[config.mk]
export PLATFORM = sky130hd
export DESIGN_NAME = bert_square_align
export DESIGN_NICKNAME = d
export VERILOG_FILES = /design/src/rtl/bert_pkg.sv /design/src/rtl/bert_square_align.sv
export SDC_FILE = /design/constraint.sdc
export NUM_CORES = 1
export LEC_CHECK = 0
export CAP_MARGIN = 10
export CORE_MARGIN = 2
export CORE_UTILIZATION = 30
export DETAILED_ROUTE_END_ITERATION = 7
export DONT_BUFFER_PORTS = 1
export PLACE_DENSITY_LB_ADDON = 0.3
export SLEW_MARGIN = 20
export SYNTH_ARGS = -nofsm -noshare
export SYNTH_HDL_FRONTEND = slang
export SYNTH_SLANG_ARGS = --single-unit
[constraint.sdc]
create_clock -name vclk -period 2.6
set_clock_uncertainty 0.15 [all_clocks]
set_input_delay 0.52 -clock vclk [all_inputs]
set_output_delay 0.52 -clock vclk [all_outputs]
set_load 0.005 [all_outputs]
[src/rtl/bert_pkg.sv]
package bert_pkg;

    localparam logic [2:0] PAT_PRBS7  = 3'd0;
    localparam logic [2:0] PAT_PRBS15 = 3'd1;
    localparam logic [2:0] PAT_PRBS23 = 3'd2;
    localparam logic [2:0] PAT_PRBS31 = 3'd3;
    localparam logic [2:0] PAT_LOWF   = 3'd4;
    localparam logic [2:0] PAT_HIGHF  = 3'd5;

    typedef enum logic [1:0] {
        ST_IDLE   = 2'd0,
        ST_SEARCH = 2'd1,
        ST_VERIFY = 2'd2,
        ST_LOCKED = 2'd3
    } chk_state_e;

    // Feedback taps: s[t] = s[t-long] ^ s[t-short]
    function automatic int tap_long(logic [2:0] sel);
        case (sel)
            PAT_PRBS7:  return 7;
            PAT_PRBS15: return 15;
            PAT_PRBS23: return 23;
            default:    return 31;
        endcase
    endfunction

    function automatic int tap_short(logic [2:0] sel);
        case (sel)
            PAT_PRBS7:  return 6;
            PAT_PRBS15: return 14;
            PAT_PRBS23: return 18;
            default:    return 28;
        endcase
    endfunction

endpackage

[src/rtl/bert_square_align.sv]
// Flags whether the word equals any rotation of the selected square reference.
module bert_square_align
    import bert_pkg::*;
#(
    parameter int W = 32
) (
    input  logic [W-1:0] word,
    input  logic [2:0]   sel,
    output logic         hit
);
    localparam logic [W-1:0] LOW_REF  = {{(W/2){1'b0}}, {(W/2){1'b1}}};
    localparam logic [W-1:0] HIGH_REF = {(W/2){2'b10}};

    logic [W-1:0] refw;
    logic [W-1:0] match;

    assign refw = (sel == PAT_LOWF) ? LOW_REF : HIGH_REF;

    for (genvar r = 0; r < W; r++) begin : g_rot
        if (r == 0) begin : g_zero
            assign match[r] = (word == refw);
        end else begin : g_shift
            assign match[r] = (word == {refw[W-1-r:0], refw[W-1:W-r]});
        end
    end

    assign hit = |match;
endmodule

Word-level counts from Yosys, hierarchy flattened

Cells that the tools add are included.

Register bits: 0
Output and inout port bits: 1
Input port bits: 35

Multiplexer cells: 1
Reduce and logical (&&, ||, !) cells: 1
Equal/unequal tests: 33

Operators by type and width:

| kind                                  | number |
|---|---|
| == test 32 bit                        | 32 |
| two-way mux 32 bit                    | 1 |
| OR reduction 32 bit                   | 1 |
| == test 3 bit (second input constant) | 1 |

Logic depth before layout (Yosys ltp)

Gate-level depths: netlist of run 1.

Word-level depth: 4
Mapped depth: 9
Gate-level depth less buffers: 7

Worst setup path before layout of run 1

OpenSTA, ideal clock, no wires.

Path type: in2out
From: in sel[1]
To: out hit
Slack: 0.024 ns
Stages on the path: 9
Data arrival time: 1.906 ns
Data required time: 1.930 ns
Path through: or3b_1 > buf_6 > buf_6 > nor2_4 > o21a_2 > nand3_2 > nor4_2 > o22ai_1 > nand4_1

Cells in the longest elaborated chain, start to end: 4
Elaborated cells between the ends (all ways): 35
Those cells by class: 33 x eq/ne; 1 x mux; 1 x reduce/logical

Ends and longest elaborated chain:

| item                                     | line                                             | source |
|---|---|---|
| from (decl)                              | bert_square_align.sv:8                           | `input logic [2:0] sel,` |
| == test 3 bit *                          | bert_square_align.sv:17                          | `assign refw = (sel == PAT_LOWF) ? LOW_REF : HIGH_REF;` |
| two-way mux 32 bit *                     | bert_square_align.sv:17                          |  |
| == test 32 bit, on equally long branches | bert_square_align.sv:21, bert_square_align.sv:23 |  |
| OR reduction 32 bit *                    | bert_square_align.sv:27                          | `assign hit = \|match;` |
| to (decl)                                | bert_square_align.sv:9                           | `output logic hit` |

Every way passes the cells marked *; elsewhere a longest branch is shown, timed or not.

Worst setup path after layout of run 1

From: in sel[0]
To: out hit

Same word-level chain as after synthesis.

==> impl_metrics.json, run 1 <==
{
  "placement.io_buffers": 0,
  "final-hold-violation-count": 0,
  "dominant_cell_type_by_area_after_synthesis": "nor2b_1",
  "post_synth_inst_count": 212,
  "core_region_area_sq_um": 4410,
  "grt_antenna_before_repair": 0,
  "register_area_sq_um": 0,
  "sw_share": 0.484,
  "min_period_over_period": 1.05,
  "critical_path_required_ns": 1.93,
  "worst_path_arrival_time_ns": 2.05,
  "grt_setup_unrepaired": "true",
  "yosys-top-cells-area": "nor2b_1 8.1%, nand2_1 7.9%, nand3_1 6.9%",
  "whs_endpoint": "hit",
  "die_h_microns": 72.0,
  "final_cells": 274,
  "grtUsageMet2": 0.252,
  "outcome": "complete, but fails checks",
  "die_area_sq_um": 5180,
  "violations_in_the_final_reports": "negative setup slack",
  "power.density_cell_area_nw_per_um2": 76.4,
  "global_route.usage.total": 0.161,
  "min_delay_path_depth": 3,
  "static-leakage-power_nw": 0.463,
  "post_synth_num_cell_types": 51,
  "timing.final.setup_violations": 1,
  "place.gp.congestion": 0.928,
  "grt_use_met3": 0.0208,
  "criticalPathCategory": "in2out",
  "grt_overflow_total": 0,
  "design_power_total_mw": 0.123,
  "worst_slew_pin_slew_ns": 0.391,
  "busiest_layer": "met2",
  "finish.net_count": 259,
  "num_rows": 24,
  "post-dp-hpwl_microns": 3410,
  "cts.hold.buffers_added": 0,
  "initial_utilization": 0.314,
  "wire_per_inst_microns": 15.4,
  "floorplan.die.width_microns": 72.0,
  "crit_start": "sel[0]",
  "fin_worst_hold_slack_ns": 1.23,
  "intPower_mw": 0.0634,
  "avgViaCountPerCell": 6.18,
  "power.share.sequential": 0,
  "place.detailed.instances": 274,
  "power_frac_comb": 1.000,
  "routed-via-count": 1694,
  "cap_violations": 0,
  "fmax_mhz": 368,
  "floorplan.io_pins": 36,
  "pin_count_of_the_biggest_net_entering_global_routing": 26,
  "holdCritPathClass": "in2out",
  "grt_first_pass_wirelength_microns": 7100,
  "1st_iter_drt_viols": 134,
  "grt_pass1_vias": 1534,
  "synth.net_count": 247,
  "flow.area_growth_from_synthesis_pct": 15.9,
  "yosysWarnings": 0,
  "worstSetupStartpointType": "input pin",
  "critPathCaptureType": "output pin",
  "drtPass1Iterations": 4,
  "netlist_area_sq_um": 1390,
  "drive_gt1_frac": 0.171,
  "ir_worst_vdd_mv": 0.0349,
  "syn_area_per_cell_sq_um": 6.54,
  "final-max-slew-violation-count": 0,
  "postLayoutSetupSlackWorst_ns": -0.118,
  "post_cts_buffers": 0,
  "synth.yosys.seq_area_share": 0,
  "grt_util_met1": 0.242,
  "n_sequential_cell": 0,
  "drc": 0,
  "synth_top_area_frac": 0.0812,
  "crit_fanout": 5,
  "min_delay_startpoint": "word[5]",
  "post_route_ant_nets": 0,
  "fin_crit_ns": 2.72,
  "num-clock-buffers": 0,
  "ant_diodes": 0,
  "maxSlewHeadroom": 0.736,
  "postRouteWirelength_microns": 4230,
  "switchingPower_mw": 0.0594,
  "power_frac_clock": 0
}
==> metrics by stage <==
stage          utilization  setup slack (ns)  cell area [sq um]  TNS, ns
6_report             0.364            -0.118               1610   -0.118
5_1_grt              0.364            -0.177               1610   -0.177
4_1_cts              0.356           -0.0800               1570  -0.0800
3_5_place_dp         0.353            -0.175               1560   -0.175
3_3_place_gp         0.353            -0.173               1560   -0.173
2_1_floorplan            -            0.0239               1390        0
==> critical path, cell delays in order <==
cell     delay (ns)
or3b_4         0.42
or4_4          0.43
a21oi_2        0.15
a32oi_1        0.07
o22ai_1        0.19
a32oi_1        0.12
nand4_1        0.15
==> metal layers <==
metal,up-vias,share of wire
met3,2,0.053
met2,48,0.46
li1,848,-
met1,796,0.48
met4,0,0.0035
met5,-,0
==> final cells by class <==
class	count	area (sq um)
Multi-Input combinational cell	199	1350
Timing Repair Buffer	19	179
Fill cell	469	2810
Inverter	4	15.0
Tap cell	52	65.1
==> worst max path at each step <==
stage                      to  slack [ns]  cells past startpoint
final                     hit       -0.12                      7
after global routing      hit       -0.18                      7
after CTS                 hit       -0.08                      7
after detailed placement  hit       -0.17                      8
after global placement    hit       -0.17                      8
after floorplan           hit        0.02                      9
==> power by group through the flow <==
stage,Combinational (mW),Clock [mW],Sequential [mW]
after floorplan,0.0889,0,0
after global placement,0.116,0,0
after detailed placement,0.116,0,0
after CTS,0.118,0,0
after global routing,0.135,0,0
final,0.123,0,0
==> Yosys cell counts (all sizes together) (3+ instances only) <==
cell and n:
mux2i 5, nand2 29, nand3b 8, and4bb 3
a21oi 15, nand2b 5, nand4b 3, o22ai 4
buf 8, a21boi 3, nor4bb 8, nor2b 18
nor2 11, inv 4, a32oi 4, or4bb 4
nand4 11, nor3 6, nor3b 4, nand3 20
o21ai 9
==> logic make-up (layout without fill, tap and decap cells) <==
family                    count (synthesis)  after routing  synth area share
and+or+nand+nor                         140            140             0.643
muxes                                     6              6            0.0442
AOI/OAI and AO/OA                        52             52             0.247
buffers and inverters                    13             23            0.0596
xor gates and xnor gates                  1              1           0.00632
==> placed cells by master, fill, tap and decap left out, types with 4 or more instances in the layout <==
cell and count:
nor4bb_1 8, nand3b_1 8, nand2_1 29, nor3_1 5, buf_4 15, nor2b_1 18, nand2b_1 5, nand4_1 11
a32oi_1 4, or4bb_1 4, o21ai_0 7, a21oi_1 14, inv_1 4, mux2i_1 4, o22ai_1 4, nor2_1 10
nand3_1 19
==> repair_timing <==
action | CTS | global route
gates resized for setup | 4 | 8
endpoints found under the setup margin | 1 | 1
pin swaps | 2 | 8
Power figures use the tool's default switching activity.
==> run 2, diff against run 1 <==
--- a/config.mk
+++ b/config.mk
@@ -6,6 +6,8 @@
 export NUM_CORES = 1
 export LEC_CHECK = 0
 export CAP_MARGIN = 10
+export CELL_PAD_IN_SITES_DETAIL_PLACEMENT = 1
+export CELL_PAD_IN_SITES_GLOBAL_PLACEMENT = 2
 export CORE_MARGIN = 2
 export CORE_UTILIZATION = 30
 export DETAILED_ROUTE_END_ITERATION = 7
==> run 2 against run 1 <==
The run still ends with negative setup slack left. Worst hold slack worse by 0.0057 ns. Design area rose by 11%. Flip-flop and latch count stayed put. Sequential share of layout area unchanged. Maximum frequency increased by 0.19%. Wire length increased by 23%. Total power rose by 20%. Via count increased by 4.5%. Utilization grew 4.2 points. Setup slack better by 0.0052 ns. Critical path depth grew 2. Critical path type unchanged. Largest power group unchanged. Highest routed layer is now met3.
==> impl_metrics.json, run 2 (synthesis gave the netlist of run 1 again) <==
{
  "grt_antenna_before_repair": 0,
  "post_route_ant_nets": 0,
  "die_h_microns": 72.0,
  "die_area_sq_um": 5180,
  "number_of_fillers_in_the_final_layout": 551,
  "n_sequential_cell": 0,
  "place.detailed.instances": 279,
  "floorplan.io_pins": 36,
  "num-clock-buffers": 0,
  "initial_utilization": 0.314,
  "crit_fanout": 5,
  "grt_first_pass_wirelength_microns": 8190,
  "global_route.usage.total": 0.188,
  "crit_start": "sel[0]",
  "postRouteWirelength_microns": 5210,
  "drc": 0,
  "routed-via-count": 1770,
  "drtPass1Iterations": 4,
  "grt_setup_unrepaired": "true",
  "core_region_area_sq_um": 4410,
  "design_power_total_mw": 0.148,
  "setup.worst_path.end": "hit",
  "flow.area_growth_from_synthesis_pct": 29.2,
  "postLayoutSetupSlackWorst_ns": -0.113,
  "num_rows": 24,
  "cap_violations": 0,
  "drive_gt1_frac": 0.251,
  "ir_worst_vdd_mv": 0.0364,
  "maxSlewHeadroom": 0.609,
  "layout.cells.most_common_list": "28 x nand2_1, 18 x nor2b_1, 18 x nand3_1, 18 x buf_4, 11 x nand4_1",
  "final_cells": 283,
  "outcome": "complete, but fails checks",
  "finalCoreUtilization": 0.406,
  "worst_path_arrival_time_ns": 2.04,
  "timing.setup.tns_ns": -0.113,
  "area_of_the_multi_input_gates_sq_um": 1410,
  "fin_crit_ns": 2.71,
  "worstSetupStartpointType": "input pin",
  "ant_diodes": 0,
  "violations_in_the_final_reports": "negative setup slack",
  "worst_slew_pin_slew_ns": 0.578,
  "timing.final.setup_violations": 1,
  "criticalPathCategory": "in2out",
  "avgViaCountPerCell": 6.25,
  "critPathCaptureType": "output pin",
  "grt_pass1_vias": 1692,
  "final-hold-violation-count": 0,
  "1st_iter_drt_viols": 83,
  "wire_per_inst_microns": 18.4,
  "register_area_sq_um": 0,
  "placement.io_buffers": 0,
  "place_ws_ns": -0.193,
  "pin_count_of_the_biggest_net_entering_global_routing": 20,
  "final-max-slew-violation-count": 0,
  "min_period_over_period": 1.04,
  "post-dp-hpwl_microns": 4040,
  "critical_path_required_ns": 1.93,
  "holdCritPathClass": "in2out",
  "finish.net_count": 268,
  "final_common_cell": "nand2_1",
  "place.gp.congestion": 0.803,
  "static-leakage-power_nw": 0.561,
  "floorplan.die.width_microns": 72.0,
  "fmax_mhz": 369,
  "grt_overflow_total": 0,
  "power.density_cell_area_nw_per_um2": 82.4
}
run 2: cell type report:
| cell class | instances | share of cell area |
|---|---|---|
| multi-input combinational | 199 | 0.788 |
| timing repair buffer | 28 | 0.168 |
| tap | 52 | 0.0363 |
| inverter | 4 | 0.00839 |
run 2: where the power goes:
group          leakage, nW  internal [mW]  switching, mW
clock network            0              0              0
logic                0.561         0.0786         0.0690
registers                0              0              0
total                0.561         0.0786         0.0690
run 2: metrics by stage:
stage / hold WS [ns] / instance area [sq um]
floorplan: 1.16 / 1390
global placement: 1.21 / 1590
detailed placement: 1.22 / 1590
CTS: 1.22 / 1610
global route: 1.28 / 1790
finish: 1.23 / 1790
run 2: what timing repair did:
item / 4_1_cts / 5_1_grt
gates cloned: 0 / 3
pin swaps: 4 / 15
gates resized for setup: 3 / 32
endpoints found under the setup margin: 1 / 1
hold buffers: 0 / 0
buffers inserted: 0 / 1
run 2: routing by layer:
metal  wire (microns)  up-vias  global-route usage
li1                 -      869                   -
met1             2460      864               0.289
met2             2520       37               0.301
met3              225        0              0.0125
met4                0        0              0.0105
met5                0        -                   0
run 2: worst min-delay path by stage:
| stage | startpoint | endpoint | slack [ns] | cells past startpoint |
|---|---|---|---|---|
| 2_1_floorplan | word[5] | hit | 1.16 | 3 |
| 3_5_place_dp | word[5] | hit | 1.22 | 3 |
| 3_3_place_gp | word[5] | hit | 1.21 | 3 |
| 4_1_cts | word[5] | hit | 1.22 | 3 |
| 6_report | word[5] | hit | 1.23 | 3 |
| 5_1_grt | word[5] | hit | 1.28 | 3 |
run 2: critical path, stage by stage:
cell and delay [ns]:
nor3b_4 0.25, buf_6 0.16, clkbuf_16 0.15, mux2_4 0.29
a32o_2 0.24, nand4_1 0.09, a21oi_1 0.07, o22ai_1 0.11
nand4_1 0.16
